===== src/rtl/rbm_pkg.sv =====
// rbm_pkg: shared helpers for the row-bypassing multiplier.
// Assumes operand widths of at least 2 bits.
package rbm_pkg;

    // Number of bypassable adder rows for a given operand width.
    function automatic int unsigned rbm_rows(input int unsigned w);
        return w - 1;
    endfunction

    // Width of the full product for a given operand width.
    function automatic int unsigned rbm_prod_w(input int unsigned w);
        return 2 * w;
    endfunction

endpackage


===== src/rtl/rbm_fa.sv =====
// rbm_fa: single-bit full adder, the cell every array row is made of.
// Assumes nothing; purely combinational.
module rbm_fa (
    input  logic x_i,
    input  logic y_i,
    input  logic c_i,
    output logic s_o,
    output logic c_o
);

    // Sum and majority carry.
    always_comb begin
        s_o = x_i ^ y_i ^ c_i;
        c_o = (x_i & y_i) | (x_i & c_i) | (y_i & c_i);
    end

endmodule


===== src/rtl/rbm_row.sv =====
// rbm_row: one adder row of the array. It adds the multiplicand into a
// WIDTH-bit window of the running partial sum, with an internal ripple.
// When en_i is low, the adder inputs are gated to zero, the sum is routed
// around the adders and the carry out is forced to 0.
// Assumes clk/rst_n are used only by the embedded assertions.
module rbm_row #(
    parameter int unsigned WIDTH = 4
) (
    input  logic             clk,
    input  logic             rst_n,
    input  logic             en_i,
    input  logic [WIDTH-1:0] win_i,
    input  logic [WIDTH-1:0] mcand_i,
    output logic [WIDTH-1:0] sum_o,
    output logic             cout_o
);

    logic [WIDTH-1:0] iso_win;
    logic [WIDTH-1:0] iso_mc;
    logic [WIDTH-1:0] fa_sum;
    logic [WIDTH:0]   fa_carry;

    // Operand isolation: a sleeping row sees constant zero inputs.
    always_comb begin
        iso_win = en_i ? win_i   : '0;
        iso_mc  = en_i ? mcand_i : '0;
    end

    assign fa_carry[0] = 1'b0;

    generate
        for (genvar i = 0; i < WIDTH; i++) begin : g_cell
            rbm_fa u_fa (
                .x_i (iso_win[i]),
                .y_i (iso_mc[i]),
                .c_i (fa_carry[i]),
                .s_o (fa_sum[i]),
                .c_o (fa_carry[i+1])
            );
        end
    endgenerate

    // Bypass multiplexers: pass-through sum and zero carry when asleep.
    always_comb begin
        sum_o  = en_i ? fa_sum          : win_i;
        cout_o = en_i ? fa_carry[WIDTH] : 1'b0;
    end

    AST_ROW_PASS_SUM: assert property (@(posedge clk) disable iff (!rst_n)
        !en_i |-> sum_o == win_i);
    AST_ROW_PASS_CARRY: assert property (@(posedge clk) disable iff (!rst_n)
        !en_i |-> cout_o == 1'b0);
    AST_ROW_ADD: assert property (@(posedge clk) disable iff (!rst_n)
        en_i |-> {cout_o, sum_o} == ({1'b0, win_i} + {1'b0, mcand_i}));

endmodule


===== src/rtl/rbm_mult.sv =====
// rbm_mult: unsigned WIDTH x WIDTH array multiplier with row bypassing.
// Row 0 is the AND of the multiplicand with multiplier bit 0. Row j
// (j >= 1) sleeps whenever multiplier bit j is 0. OUT_REG selects a
// registered (1) or purely combinational (0) output.
// Assumes WIDTH >= 2; reset is synchronous and active low.
module rbm_mult
    import rbm_pkg::*;
#(
    parameter int unsigned WIDTH   = 4,
    parameter bit          OUT_REG = 1'b1
) (
    input  logic                  clk,
    input  logic                  rst_n,
    input  logic [WIDTH-1:0]      mcand_i,
    input  logic [WIDTH-1:0]      mplier_i,
    output logic [2*WIDTH-1:0]    prod_o,
    output logic [WIDTH-2:0]      row_idle_o
);

    localparam int unsigned NROWS = rbm_rows(WIDTH);
    localparam int unsigned PW    = rbm_prod_w(WIDTH);

    // stage[j] is the running partial sum after row j.
    logic [WIDTH-1:0][PW-1:0] stage;
    logic [PW-1:0]            core_prod;
    logic [NROWS-1:0]         core_idle;

    // Row 0: plain partial product, no adder.
    assign stage[0] = PW'(mcand_i & {WIDTH{mplier_i[0]}});

    generate
        for (genvar j = 1; j <= NROWS; j++) begin : g_row
            logic [WIDTH-1:0] r_sum;
            logic             r_cout;
            logic [PW-1:0]    r_next;

            rbm_row #(.WIDTH(WIDTH)) u_row (
                .clk     (clk),
                .rst_n   (rst_n),
                .en_i    (mplier_i[j]),
                .win_i   (stage[j-1][j +: WIDTH]),
                .mcand_i (mcand_i),
                .sum_o   (r_sum),
                .cout_o  (r_cout)
            );

            // Splice the row result into the partial sum at offset j.
            always_comb begin
                r_next               = stage[j-1];
                r_next[j +: WIDTH]   = r_sum;
                r_next[j + WIDTH]    = r_cout;
            end

            assign stage[j]         = r_next;
            assign core_idle[j-1]   = ~mplier_i[j];
        end
    endgenerate

    assign core_prod = stage[NROWS];

    generate
        if (OUT_REG) begin : g_reg
            logic past_ok;

            // Output register with synchronous active-low clear.
            always_ff @(posedge clk) begin
                if (!rst_n) begin
                    prod_o     <= '0;
                    row_idle_o <= '0;
                end else begin
                    prod_o     <= core_prod;
                    row_idle_o <= core_idle;
                end
            end

            // Tracks that one clean cycle has passed since reset.
            always_ff @(posedge clk) begin
                if (!rst_n) past_ok <= 1'b0;
                else        past_ok <= 1'b1;
            end

            AST_REG_LATENCY: assert property (@(posedge clk) disable iff (!rst_n)
                past_ok |-> prod_o == $past(PW'(mcand_i) * PW'(mplier_i)));
            AST_RESET_CLEAR: assert property (@(posedge clk)
                !rst_n |=> (prod_o == '0 && row_idle_o == '0));
        end else begin : g_comb
            assign prod_o     = core_prod;
            assign row_idle_o = core_idle;
        end
    endgenerate

    AST_CORE_PRODUCT: assert property (@(posedge clk) disable iff (!rst_n)
        core_prod == PW'(mcand_i) * PW'(mplier_i));
    AST_LSB_AND: assert property (@(posedge clk) disable iff (!rst_n)
        core_prod[0] == (mcand_i[0] & mplier_i[0]));
    AST_ZERO_MPLIER: assert property (@(posedge clk) disable iff (!rst_n)
        (mplier_i == '0) |-> (core_prod == '0 && &core_idle));

endmodule


===== config.mk =====
export PLATFORM = sky130hd
export DESIGN_NAME = rbm_mult
export DESIGN_NICKNAME = d
export VERILOG_FILES = /design/src/rtl/rbm_pkg.sv /design/src/rtl/rbm_fa.sv /design/src/rtl/rbm_row.sv /design/src/rtl/rbm_mult.sv
export SDC_FILE = /design/constraint.sdc
export NUM_CORES = 1
export LEC_CHECK = 0
export ABC_AREA = 1
export BUFFER_PORTS_ARGS = -buffer_cell sky130_fd_sc_hd__buf_2
export CORE_AREA = 2 2 48 50
export DETAILED_ROUTE_END_ITERATION = 16
export DIE_AREA = 0 0 50 52
export PLACE_DENSITY_LB_ADDON = 0.05
export SYNTH_ARGS = -nofsm -noshare
export SYNTH_HDL_FRONTEND = slang
export SYNTH_SLANG_ARGS = --single-unit

===== constraint.sdc =====
create_clock -name clk -period 6.7 [get_ports clk]
set_input_delay 0.67 -clock clk [delete_from_list [all_inputs] [get_ports clk]]
set_output_delay 0.67 -clock clk [all_outputs]
set_load 0.02 [all_outputs]

==> summary.txt <==
Slew HR -> 0.8313
WP data required -> 6.84 ns
clock group share of total power -> 0.279
number of gates resized after CTS -> 0
Avg Cell Area, Syn -> 7.928 µm²
overall die height -> 52 µm
area of the mapped netlist -> 800.8 µm²
number of antenna violations at the first check in global routing -> 0
ant diodes -> 0
share of total power in combinational logic -> 0.258
minimum clock period after layout -> 4.737 ns
synthesized instance count -> 101
synthesis-stage register bit count -> 11
Core Area -> 0.002106 mm²
number of setup violations in the final report -> 0
Clock Pin Slew Worst Setup and Hold Paths -> 0.06 ns
total global routing track utilization -> 0.1323
Chip Width -> 50 µm
DR pass1 iterations -> 2
number of warnings issued by yosys -> 0
ordered list of cells on the worst path -> buf_2 -> inv_2 -> nor2_1 -> ha_1 -> fa_1 -> fa_1 -> nand2_1 -> a21oi_1 -> fa_1 -> fa_1 -> o21ai_1 -> or2_1 -> fa_1 -> fa_1 -> fa_1 -> o21ai_0
Reg power frac -> 0.463
library cell appearing most often on the critical path -> sky130_fd_sc_hd__fa_1
highest-count cells in the layout ignoring fill and taps -> sky130_fd_sc_hd__nand2_1, sky130_fd_sc_hd__buf_2, sky130_fd_sc_hd__inv_1
Leak Pwr -> 0.5076 nW
Max Transition Viols Final -> 0
fmax -> 0.2111 GHz
reported net switching power -> 0.04493 mW
Internal Pwr Total -> 0.1061 mW
endpoint class of the critical path -> flop
global-route wire length before repair -> 2573 µm
area growth from synthesis to layout -> 15.78%
number of buffer cells added on primary ports -> 20
number of buffers inserted for hold repair after clock tree synthesis -> 0
outcome -> complete, no violations
setup repair after global routing missed its margin -> false
worst-case vdd ir drop -> 0.00006647 V
Final Hold Viols -> 0
total wirelength of the detailed-routed design -> 1424 µm
Worst Path Arrival -> 4.88 ns
buffer type at the clock tree root -> sky130_fd_sc_hd__clkbuf_4
maximum buffer depth of the clock tree -> 2
Net Count, Synth -> 123
Final Cycle Share -> 0.7070
share of synthesized area occupied by flip-flops and latches -> 0.2750
worst min path class -> in -> reg
CTS Sinks -> 11
peak fanout along the critical path -> 10
vias in the first global route -> 598
number of non-filler instances in the completed layout -> 149
die outline area -> 0.002600 mm²
average routed wire per standard cell -> 9.557 µm
Post CTS Setup Buffer Count -> 0
type of element launching the critical path -> input port
starting density of the core -> 0.3803
routability congestion estimate from global placement -> 0.7631
Switching Share -> 0.2975
Detailed Place HPWL -> 1205 µm
post-route ant nets -> 0
total negative setup slack -> 0 ns
number of CTS-inserted buffers -> 3
max capacitance violation total -> 0
slowest stage delay, CP -> 0.49 ns
cell family with most CP delay -> adder cells
deepest level of the CTS H-tree -> 1
remaining global-route overflow -> 0
power per cell area -> 162.9 mW/mm²
count of different cell masters after synthesis -> 20
type of the setup path with the least slack -> in -> reg
DRC violation total after the first TritonRoute iteration -> 2
placed cell count -> 145
cell with the largest stage delay on the worst path -> sky130_fd_sc_hd__fa_1
slew of the pin with the lowest slew margin -> 0.2504 ns
maximum number of pins on one net before global-route repair -> 12
TritonCTS clock tree -> done
number of nets in the layout -> 144
post-detailed-route via-to-cell ratio -> 4.282
post-detailed-route DRC marker count -> 0
buffers plus inverters on the worst setup path -> 2
# IOs -> 21
number of rows created at floorplan -> 17
most common cell after layout, fill and taps aside -> sky130_fd_sc_hd__nand2_1
total via count in the routed design -> 638
fraction of layout cells with a size suffix above 1 -> 0.2314
layout make-up:
| cell class | instances | area, µm² |
|---|---|---|
| repair buffers | 20 | 100.1 |
| flip-flops and latches | 11 | 220.2 |
| clock buffers | 4 | 26.28 |
| multi-input cells | 70 | 483.0 |
| fillers | 230 | 1179 |
| inverters | 16 | 62.56 |
| well taps | 28 | 35.03 |
cells in the mapped netlist:
cell type	number	area (µm²)
sky130_fd_sc_hd__nand2_1	25	93.84
sky130_fd_sc_hd__inv_1	14	52.55
sky130_fd_sc_hd__dfxtp_1	11	220.2
sky130_fd_sc_hd__nor2_1	11	41.29
sky130_fd_sc_hd__fa_1	8	160.2
sky130_fd_sc_hd__nand3_1	7	35.03
sky130_fd_sc_hd__ha_1	4	50.05
sky130_fd_sc_hd__o21ai_0	4	20.02
sky130_fd_sc_hd__a21oi_1	3	15.01
sky130_fd_sc_hd__o21ai_1	3	15.01
sky130_fd_sc_hd__buf_6	2	22.52
sky130_fd_sc_hd__buf_2	1	5.000
sky130_fd_sc_hd__buf_4	1	7.510
sky130_fd_sc_hd__inv_2	1	3.750
sky130_fd_sc_hd__inv_4	1	6.260
sky130_fd_sc_hd__nand3_2	1	10.01
sky130_fd_sc_hd__nor2_8	1	20.02
sky130_fd_sc_hd__o21bai_1	1	7.510
sky130_fd_sc_hd__or2_1	1	6.260
sky130_fd_sc_hd__or2_4	1	8.760
layer usage:
layer,track usage,part of all wire,vias to the layer above
met5,0,0,-
met4,0.08333,0.013,0
met3,0.02586,0.036,2
met2,0.2127,0.45,14
met1,0.1622,0.50,273
li1,-,-,349
metrics by stage:
step / hold slack, ns / worst slack [ns] / power [mW] / instance area (µm²) / util
finish: 0.6660 / 1.963 / 0.1510 / 927.1 / 0.4403
floorplan: 0.7838 / 1.901 / 0.1007 / 800.8 / -
global placement: 0.9388 / 1.713 / 0.1105 / 900.9 / 0.4278
CTS: 0.6651 / 1.947 / 0.1538 / 927.1 / 0.4403
detailed placement: 0.9431 / 1.670 / 0.1111 / 900.9 / 0.4278
global route: 0.6637 / 1.710 / 0.1616 / 927.1 / 0.4403
worst min-delay path, cell delays in order:
cell                      delay (ns)
sky130_fd_sc_hd__buf_2          0.12
sky130_fd_sc_hd__nand2_1        0.06
sky130_fd_sc_hd__nor2_1         0.03
sequential cells by signal (all words and copies together) (netlist names):
register and count:
prod_o 8, row_idle_o 3
cell families (layout without fill, tap and decap cells):
family	after synthesis	in the layout	share of synthesized area
AND/OR/NAND/NOR	47	47	0.2688
buffers and inverters	20	40	0.1219
adder cells (fa/ha/maj)	12	12	0.2625
AO/OA/AOI/OAI	11	11	0.07187
flip-flops	11	11	0.2750
power groups by stage:
stage	sequential, mW	combinational [mW]	clock (mW)
floorplan	0.0769	0.0237	0
global placement	0.0714	0.0391	0
detailed placement	0.0715	0.0395	0
CTS	0.0700	0.0396	0.0442
global route	0.0701	0.0447	0.0468
finish	0.0700	0.0389	0.0422
worst paths after layout:
| path | from | to | slack (ns) | cells past startpoint |
|---|---|---|---|---|
| min | mcand_i[0] | prod_o[0]$_SDFF_PN0_ | 0.67 | 3 |
| max | mplier_i[1] | prod_o[6]$_SDFF_PN0_ | 1.96 | 16 |
Note: power is estimated with default switching activity, not from simulation.
